[src/rtl/clkstate_pkg.sv]
package clkstate_pkg;

    typedef enum logic [2:0] {
        CS_NORMAL  = 3'd0,
        CS_STOPGNT = 3'd1,
        CS_AUTOHLT = 3'd2,
        CS_QUICK   = 3'd3,
        CS_SNOOP   = 3'd4,
        CS_SLEEP   = 3'd5,
        CS_DEEP    = 3'd6
    } cs_state_e;

    typedef struct packed {
        cs_state_e state;
        cs_state_e ret;
        logic      illegal;
    } cs_fsm_t;

    typedef struct packed {
        logic strap_n;
    } cs_strap_t;

endpackage

[src/rtl/clkstate_strap.sv]
module clkstate_strap (
    input  logic clk,
    input  logic rst_n,
    input  logic strap_n_i,
    output logic quick_sel_o
);
    import clkstate_pkg::*;

    cs_strap_t d, q;

    always_comb begin
        d = q;
        if (!rst_n) begin
            d.strap_n = strap_n_i;
        end
    end

    always_ff @(posedge clk) begin
        q <= d;
    end

    assign quick_sel_o = ~q.strap_n;


    strap_hold_chk: assert property (@(posedge clk) disable iff (!rst_n)
        $past(rst_n) |-> $stable(q.strap_n));

endmodule

[src/rtl/clkstate_wake_timer.sv]
module clkstate_wake_timer #(
    parameter int CLK_MHZ = 125,
    parameter int EXIT_US = 30
) (
    input  logic clk,
    input  logic rst_n,
    input  logic deep_i,
    output logic rdy_o
);
    localparam int EXIT_CYC = CLK_MHZ * EXIT_US;
    localparam int CNT_W    = $clog2(EXIT_CYC + 1);

    typedef struct packed {
        logic [CNT_W-1:0] cnt;
        logic             rdy;
    } tmr_t;

    tmr_t d, q;

    always_comb begin
        d = q;
        if (deep_i) begin
            d.cnt = '0;
            d.rdy = 1'b0;
        end else if (!q.rdy) begin
            d.cnt = q.cnt + 1'b1;
            if (q.cnt == CNT_W'(EXIT_CYC - 1)) begin
                d.rdy = 1'b1;
            end
        end
    end

    always_ff @(posedge clk) begin
        if (!rst_n) begin
            q.cnt <= '0;
            q.rdy <= 1'b1;
        end else begin
            q <= d;
        end
    end

    assign rdy_o = q.rdy;


    wake_len_chk: assert property (@(posedge clk) disable iff (!rst_n)
        $rose(q.rdy) |-> $past(q.cnt) == CNT_W'(EXIT_CYC - 1));

endmodule

[src/rtl/clkstate_fsm.sv]
module clkstate_fsm #(
    parameter bit MOBILE = 1'b1
) (
    input  logic                     clk,
    input  logic                     rst_n,
    input  logic                     quick_sel_i,
    input  logic                     ready_i,
    input  logic                     halt_i,
    input  logic                     stopclk_n_i,
    input  logic                     snoop_i,
    input  logic                     busclk_off_i,
    input  logic                     wake_i,
    output clkstate_pkg::cs_state_e  state_o,
    output logic                     illegal_o
);
    import clkstate_pkg::*;

    cs_fsm_t d, q;
    logic    bad;
    logic    stop_req;

    assign stop_req = ~stopclk_n_i;

    always_comb begin
        unique case (q.state)
            CS_NORMAL:  bad = busclk_off_i ||
                              (stop_req && !halt_i && !quick_sel_i && MOBILE);
            CS_AUTOHLT: bad = halt_i || busclk_off_i;
            CS_SNOOP:   bad = halt_i || busclk_off_i;
            default:    bad = halt_i;
        endcase
    end

    always_comb begin
        d         = q;
        d.illegal = 1'b0;
        if (ready_i || q.state == CS_DEEP) begin
            if (bad) begin
                d.illegal = 1'b1;
            end else begin
                unique case (q.state)
                    CS_NORMAL: begin
                        if (halt_i) begin
                            d.state = CS_AUTOHLT;
                        end else if (stop_req) begin
                            d.state = quick_sel_i ? CS_QUICK : CS_STOPGNT;
                        end
                    end
                    CS_AUTOHLT: begin
                        if (wake_i) begin
                            d.state = CS_NORMAL;
                        end else if (snoop_i) begin
                            d.state = CS_SNOOP;
                            d.ret   = CS_AUTOHLT;
                        end
                    end
                    CS_QUICK: begin
                        if (!stop_req) begin
                            d.state = CS_NORMAL;
                        end else if (busclk_off_i) begin
                            d.state = CS_DEEP;
                            d.ret   = CS_QUICK;
                        end else if (snoop_i) begin
                            d.state = CS_SNOOP;
                            d.ret   = CS_QUICK;
                        end
                    end
                    CS_STOPGNT: begin
                        if (!stop_req) begin
                            d.state = CS_NORMAL;
                        end else if (busclk_off_i && !MOBILE) begin
                            d.state = CS_SLEEP;
                        end else if (snoop_i) begin
                            d.state = CS_SNOOP;
                            d.ret   = CS_STOPGNT;
                        end
                    end
                    CS_SLEEP: begin
                        if (busclk_off_i) begin
                            d.state = CS_DEEP;
                            d.ret   = CS_SLEEP;
                        end else begin
                            d.state = CS_STOPGNT;
                        end
                    end
                    CS_SNOOP: begin
                        if (!snoop_i) begin
                            d.state = q.ret;
                        end
                    end
                    CS_DEEP: begin
                        if (!busclk_off_i) begin
                            d.state = q.ret;
                        end
                    end
                    default: begin
                        d.state = CS_NORMAL;
                    end
                endcase
            end
        end
    end

    always_ff @(posedge clk) begin
        if (!rst_n) begin
            q.state   <= CS_NORMAL;
            q.ret     <= CS_NORMAL;
            q.illegal <= 1'b0;
        end else begin
            q <= d;
        end
    end

    assign state_o   = q.state;
    assign illegal_o = q.illegal;


    legal_code_chk: assert property (@(posedge clk) disable iff (!rst_n)
        q.state != cs_state_e'(3'd7));


    no_unsupported_chk: assert property (@(posedge clk) disable iff (!rst_n)
        MOBILE |-> (q.state != CS_STOPGNT && q.state != CS_SLEEP));


    illegal_hold_chk: assert property (@(posedge clk) disable iff (!rst_n)
        q.illegal |-> q.state == $past(q.state));


    snoop_return_chk: assert property (@(posedge clk) disable iff (!rst_n)
        (q.state == CS_SNOOP && !snoop_i && !halt_i && !busclk_off_i)
        |=> q.state == $past(q.ret));


    deep_entry_chk: assert property (@(posedge clk) disable iff (!rst_n)
        (q.state == CS_DEEP && $past(q.state) != CS_DEEP)
        |-> ($past(q.state) == CS_QUICK || $past(q.state) == CS_SLEEP));

endmodule

[src/rtl/clkstate_seq.sv]
module clkstate_seq #(
    parameter int CLK_MHZ = 125,
    parameter int EXIT_US = 30,
    parameter bit MOBILE  = 1'b1
) (
    input  logic       clk,
    input  logic       rst_n,
    input  logic       strap_n_i,
    input  logic       halt_i,
    input  logic       stopclk_n_i,
    input  logic       snoop_i,
    input  logic       busclk_off_i,
    input  logic       wake_i,
    output logic [2:0] state_o,
    output logic       core_clk_en_o,
    output logic       ready_o,
    output logic       illegal_o
);
    import clkstate_pkg::*;

    cs_state_e state_w;
    logic      quick_sel;
    logic      tmr_rdy;
    logic      in_deep;

    clkstate_strap u_strap (
        .clk         (clk),
        .rst_n       (rst_n),
        .strap_n_i   (strap_n_i),
        .quick_sel_o (quick_sel)
    );

    clkstate_wake_timer #(
        .CLK_MHZ (CLK_MHZ),
        .EXIT_US (EXIT_US)
    ) u_timer (
        .clk    (clk),
        .rst_n  (rst_n),
        .deep_i (in_deep),
        .rdy_o  (tmr_rdy)
    );

    clkstate_fsm #(
        .MOBILE (MOBILE)
    ) u_fsm (
        .clk          (clk),
        .rst_n        (rst_n),
        .quick_sel_i  (quick_sel),
        .ready_i      (ready_o),
        .halt_i       (halt_i),
        .stopclk_n_i  (stopclk_n_i),
        .snoop_i      (snoop_i),
        .busclk_off_i (busclk_off_i),
        .wake_i       (wake_i),
        .state_o      (state_w),
        .illegal_o    (illegal_o)
    );

    assign in_deep       = (state_w == CS_DEEP);
    assign ready_o       = tmr_rdy & ~in_deep;
    assign state_o       = state_w;
    assign core_clk_en_o = (state_w == CS_NORMAL) || (state_w == CS_SNOOP);


    wait_hold_chk: assert property (@(posedge clk) disable iff (!rst_n)
        (!ready_o && !in_deep) |=> state_w == $past(state_w));

endmodule

[config.mk]
export PLATFORM = sky130hd
export DESIGN_NAME = clkstate_seq
export DESIGN_NICKNAME = d
export VERILOG_FILES = /design/src/rtl/clkstate_pkg.sv /design/src/rtl/clkstate_strap.sv /design/src/rtl/clkstate_wake_timer.sv /design/src/rtl/clkstate_fsm.sv /design/src/rtl/clkstate_seq.sv
export SDC_FILE = /design/constraint.sdc
export NUM_CORES = 1
export LEC_CHECK = 0
export CORE_MARGIN = 5
export CORE_UTILIZATION = 49
export DETAILED_ROUTE_END_ITERATION = 12
export PLACE_DENSITY = 0.74
export SYNTH_ARGS = -nofsm -noshare
export SYNTH_HDL_FRONTEND = slang
export SYNTH_SLANG_ARGS = --single-unit
[constraint.sdc]
create_clock -name clk -period 1.4 [get_ports clk]
set_input_delay 0.35 -clock clk [delete_from_list [all_inputs] [get_ports clk]]
set_output_delay 0.35 -clock clk [all_outputs]
set_load 0.02 [all_outputs]
; Word level (Yosys, flattened, before mapping)
; Index checks and enable logic that the tools add are counted.
[totals]
ff_bits = 21
latchBits = 0
ramBits = 0
rom_bits = 0
inputBits = 8
output_inout_bits = 6
wordCells = 70
memories = 0
[op_classes]
addsub = 1
multipliers = 0
div_mod_pow = 0
n_lt_le_gt_ge = 0
n_eq_ne = 20
n_shift = 0
mux = 24
bitwise = 5
reduce_logical = 14
[op_table]
columns = cell, count
row1 = $mux 3, 12
row2 = $mux 6, 4
row3 = $pmux 3 s7, 1
row4 = $ne 2x2->1 const B, 8
row5 = $add 12x1->12 const B, 1
row6 = $eq 12x12->1 const B, 1
row7 = $ne 3x3->1 const B, 4
row8 = $pmux 3 s4, 1
row9 = $reduce_and 10->1, 1
row10 = $eq 3x3->1 const B, 3
row11 = $reduce_and 8->1, 1
row12 = $eq 3x2->1 const B, 2
row13 = $logic_or 1x1->1, 4
row14 = $mux 1, 4
row15 = $ne 4x4->1 const B, 1
row16 = $not 1->1, 4
row17 = $reduce_bool 4->1, 1
row18 = $reduce_or 2->1, 2
row19 = $eq 3x1->1 const B, 1
row20 = $logic_not 3->1, 1
row21 = $logic_and 1x1->1, 2
row22 = $mux 2, 1
row23 = $pmux 1 s2, 1
row24 = $reduce_and 2->1, 1
row25 = other kinds (2), 2

; Longest topological paths before layout
[depth]
depth_word = 7
mapped_depth = 7
ltp_nobuf = 5

; Hierarchy
; From an unflattened synthesis, not the netlist that was laid out.
[unflattened]
hier_cells = 150
area_unflattened_um2 = 1277.5
[by_module_without_submodules]
columns = mod, n_inst, cells_each, area_each_um2, seq_area_each_um2
row1 = clkstate_wake_timer, 1, 70, 644.4, 260.2
row2 = clkstate_fsm, 1, 73, 576.8, 140.1
row3 = clkstate_strap, 1, 3, 37.5, 30.0
row4 = clkstate_seq, 1, 4, 18.8, 0.0

; Worst setup path after synthesis
; OpenSTA, ideal clock, no wires.
[synth_path]
path_kind = register -> register
from = reg u_fsm.q, in the netlist u_fsm.state_o[0]
to = reg u_fsm.q, in the netlist u_fsm.state_o[0]
setup_ps = 72
t_arrival_ps = 1283
t_required_ps = 1328
setup_slack_ps = 45
stages_incl_launch_ff = 7
n_path_buf = 1
synth_period_minus_slack_ps = 1355
path_cell_list = dfxtp_1 > buf_6 > nor2b_1 > a21oi_1 > o32a_1 > nand3_2 > mux2i_1
[synth_via]
elab_chain_len = 5
word_cells_on_any_way = 21
cone_classes = 12 x eq/ne / 2 x mux / 3 x bitwise / 4 x reduce/logical
[synth_lines]
columns = element, line
row1 = "start, declared", clkstate_fsm.sv:18  ; cs_fsm_t d, q;
row2 = $eq 3x3->1 (tied with other cells), "clkstate_fsm.sv:25, clkstate_fsm.sv:41"
row3 = $reduce_or 2->1 (no source line) or $not 1->1 (tied branches), n/a
row4 = $pmux 1 s2 or $and 1x1->1 (tied branches), "clkstate_fsm.sv:25, clkstate_seq.sv:60"
row5 = $not 1->1 (no source line) or $logic_or 1x1->1 (tied branches), n/a
row6 = $reduce_and 8->1 (no source line), n/a
; Parallel ways exist; a longest one is shown, timed or not.
; A chain may end at the register's enable or synchronous reset.

; Final worst setup path
[layout_path]
from = reg u_fsm.q, in the netlist u_fsm.state_o[1]
to = reg u_fsm.q, in the netlist u_fsm.state_o[1]
; Same word-level chain as after synthesis.

==> summary.txt <==
Critical path
  – Crit path max-delay cell type: dfxtp_4
  – R2R Path Start: u_fsm.state_o[1]
  – Reg2Reg Depth: 6
  – CP bufs+invs: 1
  – Reg2Reg Setup Slack: -90 ps
  – Arr. time, crit path: between 1500 and 2000 ps
  – Type of origin of the critical path: flop
  – Worst Path Required: about 1600 ps
  – CP top delay family: flip-flops
  – CP max FO: 6
  – Crit. End Element: flop
  – Cells along the critical path: buf_8 > nor3b_4 > a21oi_1 > o32a_1 > nand3_2 > mux2i_1
  – Crit Path Category: reg2reg
  – Worst R2R End: u_fsm.state_o[1]
  – CP peak stage delay: around 420 ps

Final layout
  – Multi-input combinational cell area: 766 um^2
  – NumNets Final: approximately 190
  – Layout cell share with drive strength beyond 1: around 32%
  – Fill count: roughly 180
  – Layout area overhead: 37.3%
  – Ant diodes: 0
  – Register area: about 440 um^2
  – Non-filler cells, final: 210

Clock tree
  – CTS Buf Count: 3
  – Clk_lat worst skew: about 310 ps
  – Root buf cell: clkbuf_4
  – CTS Buffer Depth: 2
  – CTS Hold Bufs: 0
  – CTS tree: built
  – Clock sinks: 21
  – CTS H-tree lvls: 1
  – Clock-pin slew on the worst setup and hold paths: about 120 ps

GRT
  – Total grt overflow: 0
  – Tot GR Track Use: between 15 and 20%
  – First-pass GRT wire length: 4750 um
  – Largest net degree at the start of global routing: 14
  – Vias in the first global route: 1046
  – Initial antenna violation count: 0

Placed design
  – Routability cong.: approximately 0.9
  – Buffers on Ports: 13
  – Placed insts: around 200
  – DP Wirelength: 2080 um
  – Pre-CTS WS: -480 ps

STA
  – Final setup vio count: 8
  – RSZ-0062 raised after global routing: yes
  – Rel. slew slack: 75.3%
  – Final Cycle Share: 106%
  – Clk_skew: between 9 and 10 ps
  – Crit path time final: approximately 1500 ps
  – Maximum clock frequency: 672 MHz
  – Final Hold Fails: 0
  – Min Hold Slack: between 400 and 500 ps
  – Worst setup margin: -88.6 ps
  – Setup_tns: -488 ps
  – Slew Viols, Final: 0
  – Measured slew at the worst slew-check pin: 367 ps

Logic synthesis
  – Synth cell count leaders: nor2_1, dfxtp_1, nand2_1
  – Netlist area before placement: 1220 um^2
  – Most common cell in the netlist: nor2_1
  – Syn Inst Count: around 140
  – Register bit count reported by yosys: 21
  – Top FF cell, synth: dfxtp_1
  – Post-synth top area cell: dfxtp_1
  – Post-synth EDFFs: 1
  – Syn Area/Cell: ~8.6 um^2
  – Yosys cell types: 42
  – Post-synthesis async set-or-reset flop share: 0%
  – Share of the synthesized area in the top cell type: 32.8%
  – Register area share after synthesis: 35.2%
  – Syn_nets: between 150 and 200
  – Largest cells by area after synthesis: dfxtp_1, nor2_1, xor2_1, nand2_1, mux2i_1
  – Ys Warns: 0

Worst hold path
  – Hold endpoint: u_fsm.q[2]
  – Min-Delay Path Class: reg2reg
  – Hold path cells: 2
  – Worst Min Path Start: u_fsm.q[2]

Power
  – Power Density: approximately 1000 nW/um^2
  – Peak VDD IR: 0.721 mV
  – Leak: 0.700 nW
  – Overall power: around 1.7 mW

Run status
  – Status: complete, but fails checks
  – Failing checks: negative setup slack

Routing
  – Vias: around 1200
  – Vias per Instance: about 5.5
  – Remaining DRCs: 0
  – Routed wire length: 3100 um
  – First-pass DRT Iterations: 4
  – WL/cell: ~15 um
  – Initial DRC count: 30
  – ANT nets after route: 0

Floorplan
  – Initial Utilization: 50.2%
  – Chip height: about 60 um
  – Row count: 18
  – Die width: about 60 um
  – I/O Pins: 14
  – Full die area: 3590 um^2
  – Core area: around 2400 um^2

Run
  – Max-cap violations: 0
==> state kept, by name, summed over array words and instances (netlist names) <==
register         cells
u_strap.q            1
u_timer.rdy_o        1
u_timer.q           12
u_fsm.q              3
u_fsm.state_o        3
u_fsm.illegal_o      1
==> power breakdown <==
group,switching [mW],internal [mW]
clock,0.206,0.111
combinational,0.330,0.365
sequential,0.0428,0.641
total,0.579,1.12
==> final cells by class <==
cell class / instances / area share, %
clock buffer: 3 / 1.34
clock inverter: 1 / 0.373
inverter: 4 / 0.896
multi-input combinational: 107 / 45.7
sequential: 21 / 26.5
tap: 30 / 2.24
timing repair buffer: 44 / 23.0
==> layer usage <==
layer	share of wire [%]	vias to the layer above	GRT usage [%]
met2	50	31	27.9
met3	4.2	4	3.24
met1	44	549	24.1
li1	-	573	-
met5	0	-	0
met4	1.3	0	4.75
==> stage by stage <==
stage	util (%)	area, um^2
floorplan	-	1220
finish	68.9	1680
detailed placement	60.7	1480
CTS	62.5	1520
global route	68.9	1680
global placement	60.7	1480
==> how the worst max path moves through the flow <==
stage / from / end / cells after the start
5_1_grt: u_fsm.state_o[0] / u_fsm.state_o[1] / 6
3_5_place_dp: busclk_off_i / u_fsm.q[2] / 6
3_3_place_gp: busclk_off_i / u_fsm.q[2] / 6
4_1_cts: u_fsm.state_o[0] / u_fsm.q[2] / 7
2_1_floorplan: u_fsm.state_o[0] / u_fsm.state_o[0] / 6
6_report: u_fsm.state_o[1] / u_fsm.state_o[1] / 6
==> placed cells by master (no fill, tap or decap), types with 2 or more instances in the layout <==
cell type        count
buf_4               26
nor2_1              19
nand2_1             15
dfxtp_1             15
xor2_1               8
o21ai_0              6
nor2b_1              5
mux2i_1              5
inv_1                4
a21oi_1              4
dlygate4sd2_1        4
clkdlybuf4s50_1      4
buf_6                4
and3_1               3
nand4_1              3
clkbuf_4             3
buf_2                3
dfxtp_4              3
nor2_4               2
o32a_1               2
nand3_1              2
nor3b_1              2
xnor2_1              2
ha_1                 2
buf_8                2
dfxtp_2              2
==> worst reg2reg max path, delay by kind of cell (launching register included) <==
| family | cells | cell delay [ps] |
|---|---|---|
| flops | 1 | 420 |
| compound gates | 2 | 380 |
| simple gates | 2 | 290 |
| mux | 1 | 200 |
| buf+inv | 1 | 120 |
==> logic make-up (layout without fill, tap and decap cells) <==
| group | after synthesis | count (layout) | share of synthesized area [%] |
|---|---|---|---|
| AOI/OAI and AO/OA | 21 | 21 | 12.1 |
| xor gates and xnor gates | 11 | 11 | 7.89 |
| adders and majority gates | 2 | 2 | 2.05 |
| buffers and inverters | 14 | 52 | 8.20 |
| DFF | 21 | 21 | 35.2 |
| muxes | 5 | 5 | 4.10 |
| and+or+nand+nor | 68 | 68 | 30.4 |
==> repair_timing <==
| action | CTS | global route |
|---|---|---|
| endpoints found under the setup margin | 12 | 13 |
| cloned | 0 | 1 |
| buffers inserted | 0 | 7 |
| pin swaps | 2 | 8 |
| hold endpoints to repair | 0 | 0 |
| gates resized for setup | 37 | 21 |
Power figures use the tool's default switching activity.
